<file path="config.mk">
export PLATFORM = sky130hd
export DESIGN_NAME = a429_tx_queue
export DESIGN_NICKNAME = d
export VERILOG_FILES = /design/src/rtl/a429_tx_pkg.sv /design/src/rtl/a429_half_loader.sv /design/src/rtl/a429_slot_fifo.sv /design/src/rtl/a429_bit32_sel.sv /design/src/rtl/a429_serializer.sv /design/src/rtl/a429_tx_queue.sv
export SDC_FILE = /design/constraint.sdc
export NUM_CORES = 1
export LEC_CHECK = 0
export ABC_CLOCK_PERIOD_IN_PS = 2900
export BUFFER_PORTS_ARGS = -buffer_cell sky130_fd_sc_hd__buf_2
export CAP_MARGIN = 20
export CORE_MARGIN = 2
export CORE_UTILIZATION = 35
export DETAILED_ROUTE_END_ITERATION = 7
export PLACE_DENSITY_LB_ADDON = 0.05
export SETUP_SLACK_MARGIN = 0.4
export SYNTH_ARGS = -nofsm -noshare
export SYNTH_HDL_FRONTEND = slang
export SYNTH_SLANG_ARGS = --single-unit
export TNS_END_PERCENT = 100
</file>
<file path="constraint.sdc">
create_clock -name clk -period 2.9 [get_ports clk]
set_input_delay 0.725 -clock clk [delete_from_list [all_inputs] [get_ports clk]]
set_output_delay 0.725 -clock clk [all_outputs]
set_load 0.01 [all_outputs]
</file>
<file path="src/rtl/a429_tx_pkg.sv">
package a429_tx_pkg;

   localparam int unsigned PAYLOAD_W = 31;
   localparam int unsigned LINE_W    = PAYLOAD_W + 1;
   localparam int unsigned BUS_W     = 16;

   typedef struct packed {
      logic                 data_bit;
      logic [PAYLOAD_W-1:0] payload;
   } slot_t;

   typedef enum logic [1:0] {
      SER_IDLE = 2'd0,
      SER_SEND = 2'd1,
      SER_GAP  = 2'd2
   } ser_state_e;

endpackage

</file>
<file path="src/rtl/a429_half_loader.sv">
module a429_half_loader
   import a429_tx_pkg::*;
(
   input  logic             clk,
   input  logic             rst_n,
   input  logic             wr_lo,
   input  logic             wr_hi,
   input  logic [BUS_W-1:0] wr_data,
   output logic             push,
   output slot_t            slot
);

   localparam int unsigned HI_BITS = PAYLOAD_W - BUS_W;

   logic             pend_q;
   logic [BUS_W-1:0] lo_q;

   always_ff @(posedge clk or negedge rst_n) begin
      if (!rst_n) begin
         pend_q <= 1'b0;
         lo_q   <= '0;
      end else begin
         if (wr_hi && pend_q) pend_q <= 1'b0;
         if (wr_lo) begin
            pend_q <= 1'b1;
            lo_q   <= wr_data;
         end
      end
   end

   // A second half only counts when a first half is waiting.
   assign push          = wr_hi && pend_q;
   assign slot.payload  = {wr_data[HI_BITS-1:0], lo_q};
   assign slot.data_bit = wr_data[BUS_W-1];

endmodule

</file>
<file path="src/rtl/a429_slot_fifo.sv">
module a429_slot_fifo #(
   parameter int unsigned DEPTH = 8,
   parameter int unsigned W     = 32
) (
   input  logic                       clk,
   input  logic                       rst_n,
   input  logic                       push,
   input  logic [W-1:0]               wdata,
   input  logic                       pop,
   output logic [W-1:0]               rdata,
   output logic                       empty,
   output logic [$clog2(DEPTH+1)-1:0] count
);

   localparam int unsigned PTR_W = (DEPTH > 1) ? $clog2(DEPTH) : 1;
   localparam int unsigned CNT_W = $clog2(DEPTH + 1);
   localparam logic [PTR_W-1:0] LAST = PTR_W'(DEPTH - 1);

   logic [W-1:0]     mem [DEPTH];
   logic [PTR_W-1:0] wr_ptr, rd_ptr;
   logic [CNT_W-1:0] cnt_q;
   logic             full, push_ok, pop_ok;

   assign full    = (cnt_q == CNT_W'(DEPTH));
   assign empty   = (cnt_q == '0);
   assign push_ok = push && !full;
   assign pop_ok  = pop && !empty;

   always_ff @(posedge clk or negedge rst_n) begin
      if (!rst_n) begin
         wr_ptr <= '0;
         rd_ptr <= '0;
         cnt_q  <= '0;
      end else begin
         if (push_ok) wr_ptr <= (wr_ptr == LAST) ? '0 : wr_ptr + 1'b1;
         if (pop_ok)  rd_ptr <= (rd_ptr == LAST) ? '0 : rd_ptr + 1'b1;
         case ({push_ok, pop_ok})
            2'b10:   cnt_q <= cnt_q + 1'b1;
            2'b01:   cnt_q <= cnt_q - 1'b1;
            default: cnt_q <= cnt_q;
         endcase
      end
   end

   always_ff @(posedge clk) begin
      for (int i = 0; i < int'(DEPTH); i++) begin
         if (push_ok && wr_ptr == PTR_W'(i)) mem[i] <= wdata;
      end
   end

   assign rdata = mem[rd_ptr];
   assign count = cnt_q;

endmodule

</file>
<file path="src/rtl/a429_bit32_sel.sv">
module a429_bit32_sel
   import a429_tx_pkg::*;
(
   input  slot_t             slot,
   input  logic              bit32_force,
   input  logic              par_en,
   input  logic              par_even,
   output logic [LINE_W-1:0] word
);

   logic ones_odd, par_bit, use_par;

   assign ones_odd = ^slot.payload;
   assign par_bit  = par_even ? ones_odd : ~ones_odd;
   assign use_par  = bit32_force || par_en;
   assign word     = {use_par ? par_bit : slot.data_bit, slot.payload};

endmodule

</file>
<file path="src/rtl/a429_serializer.sv">
module a429_serializer
   import a429_tx_pkg::*;
#(
   parameter int unsigned HS_HALF  = 5,
   parameter int unsigned LS_HALF  = 40,
   parameter int unsigned GAP_BITS = 4
) (
   input  logic              clk,
   input  logic              rst_n,
   input  logic              hi_speed,
   input  logic              tx_en,
   input  logic              q_empty,
   input  logic [LINE_W-1:0] q_word,
   output logic              pop,
   output logic              sending,
   output logic              line_a,
   output logic              line_b
);

   localparam int unsigned MAX_HALF = (LS_HALF > HS_HALF) ? LS_HALF : HS_HALF;
   localparam int unsigned GAP_MAX  = GAP_BITS * 2 * MAX_HALF;
   localparam int unsigned CNT_W    = $clog2(GAP_MAX + 1);
   localparam int unsigned IDX_W    = $clog2(LINE_W);
   localparam logic [IDX_W-1:0] LAST_IDX = IDX_W'(LINE_W - 1);

   ser_state_e        state_q;
   logic [LINE_W-1:0] sh_q;
   logic [IDX_W-1:0]  idx_q;
   logic              null_q;
   logic [CNT_W-1:0]  cnt_q;
   logic [CNT_W-1:0]  half_c, gap_c;
   logic              start, gap_done, half_done;

   assign half_c    = hi_speed ? CNT_W'(HS_HALF) : CNT_W'(LS_HALF);
   assign gap_c     = hi_speed ? CNT_W'(GAP_BITS * 2 * HS_HALF)
                               : CNT_W'(GAP_BITS * 2 * LS_HALF);
   assign start     = tx_en && !q_empty;
   assign half_done = (cnt_q == half_c - 1'b1);
   assign gap_done  = (cnt_q == gap_c - 1'b1);
   assign pop       = start && ((state_q == SER_IDLE) ||
                                (state_q == SER_GAP && gap_done));

   always_ff @(posedge clk or negedge rst_n) begin
      if (!rst_n) begin
         state_q <= SER_IDLE;
         sh_q    <= '0;
         idx_q   <= '0;
         null_q  <= 1'b0;
         cnt_q   <= '0;
      end else begin
         case (state_q)
            SER_IDLE: begin
               cnt_q <= '0;
               if (pop) begin
                  sh_q    <= q_word;
                  idx_q   <= '0;
                  null_q  <= 1'b0;
                  state_q <= SER_SEND;
               end
            end
            SER_SEND: begin
               if (!tx_en) begin
                  // The word in flight is abandoned.
                  state_q <= SER_IDLE;
                  cnt_q   <= '0;
                  null_q  <= 1'b0;
               end else if (half_done) begin
                  cnt_q <= '0;
                  if (!null_q) begin
                     null_q <= 1'b1;
                  end else begin
                     null_q <= 1'b0;
                     sh_q   <= sh_q >> 1;
                     if (idx_q == LAST_IDX) state_q <= SER_GAP;
                     else                   idx_q   <= idx_q + 1'b1;
                  end
               end else begin
                  cnt_q <= cnt_q + 1'b1;
               end
            end
            SER_GAP: begin
               if (!tx_en) begin
                  state_q <= SER_IDLE;
                  cnt_q   <= '0;
               end else if (gap_done) begin
                  cnt_q <= '0;
                  if (pop) begin
                     sh_q    <= q_word;
                     idx_q   <= '0;
                     null_q  <= 1'b0;
                     state_q <= SER_SEND;
                  end else begin
                     state_q <= SER_IDLE;
                  end
               end else begin
                  cnt_q <= cnt_q + 1'b1;
               end
            end
            default: state_q <= SER_IDLE;
         endcase
      end
   end

   assign sending = (state_q == SER_SEND);
   assign line_a  = sending && !null_q &&  sh_q[0];
   assign line_b  = sending && !null_q && !sh_q[0];

endmodule

</file>
<file path="src/rtl/a429_tx_queue.sv">
module a429_tx_queue
   import a429_tx_pkg::*;
#(
   parameter int unsigned FIFO_DEPTH = 8,
   parameter int unsigned HS_HALF    = 5,
   parameter int unsigned LS_HALF    = 40,
   parameter int unsigned GAP_BITS   = 4
) (
   input  logic        clk,
   input  logic        mrst_n,
   input  logic        wr_lo,
   input  logic        wr_hi,
   input  logic [15:0] wr_data,
   input  logic        tx_en,
   input  logic        hi_speed,
   input  logic        bit32_force,
   input  logic        par_en,
   input  logic        par_even,
   input  logic        self_test_n,
   output logic        tx_ready,
   output logic        line_a,
   output logic        line_b,
   output logic        loop1_a,
   output logic        loop1_b,
   output logic        loop2_a,
   output logic        loop2_b
);

   localparam int unsigned CNT_W = $clog2(FIFO_DEPTH + 1);

   generate
      if (FIFO_DEPTH < 2) begin : g_bad_depth
         $error("a429_tx_queue: FIFO_DEPTH must be at least 2");
      end
      if (HS_HALF < 2 || LS_HALF < HS_HALF) begin : g_bad_half
         $error("a429_tx_queue: need 2 <= HS_HALF <= LS_HALF");
      end
      if (GAP_BITS < 1) begin : g_bad_gap
         $error("a429_tx_queue: GAP_BITS must be at least 1");
      end
   endgenerate

   slot_t             in_slot, head_slot;
   logic              push, pop, q_empty, sending;
   logic [CNT_W-1:0]  q_count;
   logic [LINE_W-1:0] head_word;

   a429_half_loader u_loader (
      .clk     (clk),
      .rst_n   (mrst_n),
      .wr_lo   (wr_lo),
      .wr_hi   (wr_hi),
      .wr_data (wr_data),
      .push    (push),
      .slot    (in_slot)
   );

   a429_slot_fifo #(
      .DEPTH (FIFO_DEPTH),
      .W     ($bits(slot_t))
   ) u_fifo (
      .clk   (clk),
      .rst_n (mrst_n),
      .push  (push),
      .wdata (in_slot),
      .pop   (pop),
      .rdata (head_slot),
      .empty (q_empty),
      .count (q_count)
   );

   a429_bit32_sel u_bit32 (
      .slot        (head_slot),
      .bit32_force (bit32_force),
      .par_en      (par_en),
      .par_even    (par_even),
      .word        (head_word)
   );

   a429_serializer #(
      .HS_HALF  (HS_HALF),
      .LS_HALF  (LS_HALF),
      .GAP_BITS (GAP_BITS)
   ) u_ser (
      .clk      (clk),
      .rst_n    (mrst_n),
      .hi_speed (hi_speed),
      .tx_en    (tx_en),
      .q_empty  (q_empty),
      .q_word   (head_word),
      .pop      (pop),
      .sending  (sending),
      .line_a   (line_a),
      .line_b   (line_b)
   );

   assign tx_ready = (q_count == '0) && !sending;

   // Receiver 2 sees the complement: the two sides of the pair swap.
   assign loop1_a = !self_test_n && line_a;
   assign loop1_b = !self_test_n && line_b;
   assign loop2_a = !self_test_n && line_b;
   assign loop2_b = !self_test_n && line_a;

endmodule

</file>
==> results.ini <==
[detailed_routing]
first_pass_iters=5
drc=0
wl_per_cell_um=21.8
vias=7344
drtIter0Drc=364
wl_um=32300
viasPerCell=4.97
ant_nets=0

[floorplan]
coreArea_sq_um=38600
die_x_um=201
die_y_um=201
fp-row-count=72
start_util=0.354
ioPinCount=33
die_area_sq_um=40600

[timing]
rsz0062_at_grt=true
max_freq_ghz=0.363
setup_tns_ps=0
min_period_ps=2750
finalMaxSlewViolations=0
setup_viol=0
finalCritPeriodShare=0.950
maxSlewHeadroom=0.547
clock_skew_ps=23.2
setup_ws_ps=145
tightest_slew_ps=680
hold_viol=0
holdWs_ps=136

[critical_path]
slowest_stage=mux4_2
critPathLaunch=u_fifo.rd_ptr[1]$_DFFE_PN0P_
cp.required_ps=3330
path_cells=buf_12, buf_12, mux4_2, mux2i_2, xor2_1, xnor2_1, xnor2_1, xnor2_1, xnor3_1, o21ai_1
critPathBufInv=2
worst_path_most_repeated_cell=xnor2_1
max_stage_delay_ps=530
end_kind=register
worstPathArrival_ps=3190
r2r_start=u_fifo.rd_ptr[1]$_DFFE_PN0P_
path_delay_family=XOR/XNOR gates
startpoint_type=register
critPathKind=reg2reg
worst-path-max-fanout=14

[logic_synthesis]
yosys-mux-area-fraction=0.133
synth-simple-area-share=0.0471
syn-mean-instance-area_sq_um=16.5
synthArstFlopShare=0.229
ys_types=45
ys_dominant_reg_cell=edfxtp_1
syn_nets=871
synth_largest_area_cell=edfxtp_1
synth_top_area_frac=0.564
synth_xor_area_frac=0.0267
synth_edf_count=256
synth_compound_area_frac=0.0544
ys_seq_area_frac=0.703
synthCells=827
yosys.area_share.adder=0.0165
ys_ff_latch=332
synth_area_leaders=edfxtp_1 56%, dfrtp_1 14%, mux4_2 8.7%
synth_top_family_by_area=multiplexers
ys_warn_count=0
synth_area_sq_um=13600

[place]
place_congestion=0.743
place.detailed.hpwl_um=19000
io_buffers=32
post-place-ws_ps=9.60
dp.cells=1388

[grt]
grt_max_degree=63
grt_pass1_wl_um=49000
grt_use_total=0.162
antenna_found_initial=2
grt_pass1_vias=7827
grt_overflow=0

[clock_network]
numCtsBuffers=39
cts_tree=yes
cts_hold_buffers=0
cts_buffer_depth=3
cts_sinks=332
cts_max_level=2
cts.clk_slew.worst_paths_ps=60
insertion_delay_ps=530
cts_root_buf=clkbuf_16

[layout]
antenna_cells=0
area_growth_pct=21.4
drive_above_1_share=0.299
mostFrequentLayoutCells=256 x edfxtp_1, 71 x dfrtp_1, 53 x mux4_2, 53 x buf_4, 51 x nor2_1
fin_nets=975
final_common_cell=edfxtp_1
final_cell_count_no_fill=1479

[power_and_ir_drop]
power.leakage_nw=5.92
finalPower_mw=18.7
p_per_area_nw_per_um2=1130
vdd_drop_max_mv=0.869

[min_path]
min_path_type=in2async

[run]
drv_cap=0

[outcome]
status=finished, final reports clean

[metal layers]
layer	part of all wire	wire (um)	track usage
met1	0.45	14700	0.217
met2	0.49	15700	0.271
met3	0.039	1270	0.0314
met4	0.018	577	0.0399
met5	0.00084	27	0
[worst reg2reg max path, cell delays in order, from the launching register on]
cell,delay (ps)
dfrtp_4,520
buf_12,140
buf_12,160
mux4_2,540
mux2i_2,200
xor2_1,200
xnor2_1,110
xnor2_1,270
xnor2_1,180
xnor3_1,230
o21ai_1,110
[final timing paths]
kind	slack (ps)	cells after the start	end
hold / removal	140	1	u_loader.pend_q$_DFFE_PN0P_
setup reg to reg	150	10	u_ser.sh_q[31]$_DFFE_PN0P_
min in group clk	470	1	u_loader.pend_q$_DFFE_PN0P_
max in group asynchronous	2080	2	u_fifo.rd_ptr[0]$_DFFE_PN0P_
setup / recovery	150	10	u_ser.sh_q[31]$_DFFE_PN0P_
hold reg to reg	470	1	u_loader.pend_q$_DFFE_PN0P_
[where the power goes]
group / total [mW] / internal (mW) / leakage [nW] / switching, mW
registers: 6.29 / 5.89 / 3.26 / 0.402
clock network: 4.69 / 2.81 / 0.614 / 1.88
logic: 7.71 / 3.93 / 2.04 / 3.78
[cell families after synthesis]
logic type,count (synthesis)
AO/OA/AOI/OAI,130
XOR/XNOR,40
adder cells (fa/ha/maj),18
buffers and inverters,53
flip-flops,332
multiplexers,113
AND/OR/NAND/NOR,141
[through the flow]
step	area [sq um]	utilization
finish	16600	0.429
global route	16600	0.429
CTS	16400	0.426
detailed placement	14900	0.385
global placement	14900	0.385
floorplan	13700	-
[registers in the layout, summed over array words and instances, names as in the netlist]
| name | count |
|---|---|
| u_ser.null_q | 1 |
| u_loader.lo_q | 16 |
| u_ser.sh_q | 32 |
| u_fifo.rd_ptr | 3 |
| u_fifo.count | 4 |
| u_ser.state_q | 2 |
| u_loader.pend_q | 1 |
| u_fifo.wr_ptr | 3 |
| u_ser.cnt_q | 9 |
| u_ser.idx_q | 5 |
| u_fifo.mem | 256 |
[timing repair]
action | in CTS | in global routing
resized for setup | 39 | 19
pin swaps | 18 | 13
cloned | 2 | 1
setup endpoints to repair | 37 | 45
buffers inserted | 13 | 4
[cell type report]
type                            count  area, sq um
Timing Repair Buffer              105          985
Tap cell                          518          648
Clock buffer                       56         1130
Inverter                           11         43.8
Fill cell                        3497        22000
Multi-Input combinational cell    442         4030
Sequential cell                   332         9600
Clock inverter                     15          114
[Yosys cell counts (4+ instances only)]
cell / n
o31ai_1: 4
ha_1: 18
nand3_1: 5
a22oi_1: 12
nor2_1: 53
a21oi_1: 41
inv_1: 11
clkbuf_1: 20
o21ai_0: 56
a22o_1: 5
dfrtp_1: 76
mux4_2: 53
xnor2_1: 28
buf_2: 6
buf_1: 6
buf_4: 5
mux2i_1: 42
and3_1: 11
nand2_1: 45
nor3_1: 7
mux2_2: 18
xor2_1: 11
edfxtp_1: 256
nand2b_1: 5
buf_6: 5
Power figures use the tool's default switching activity.
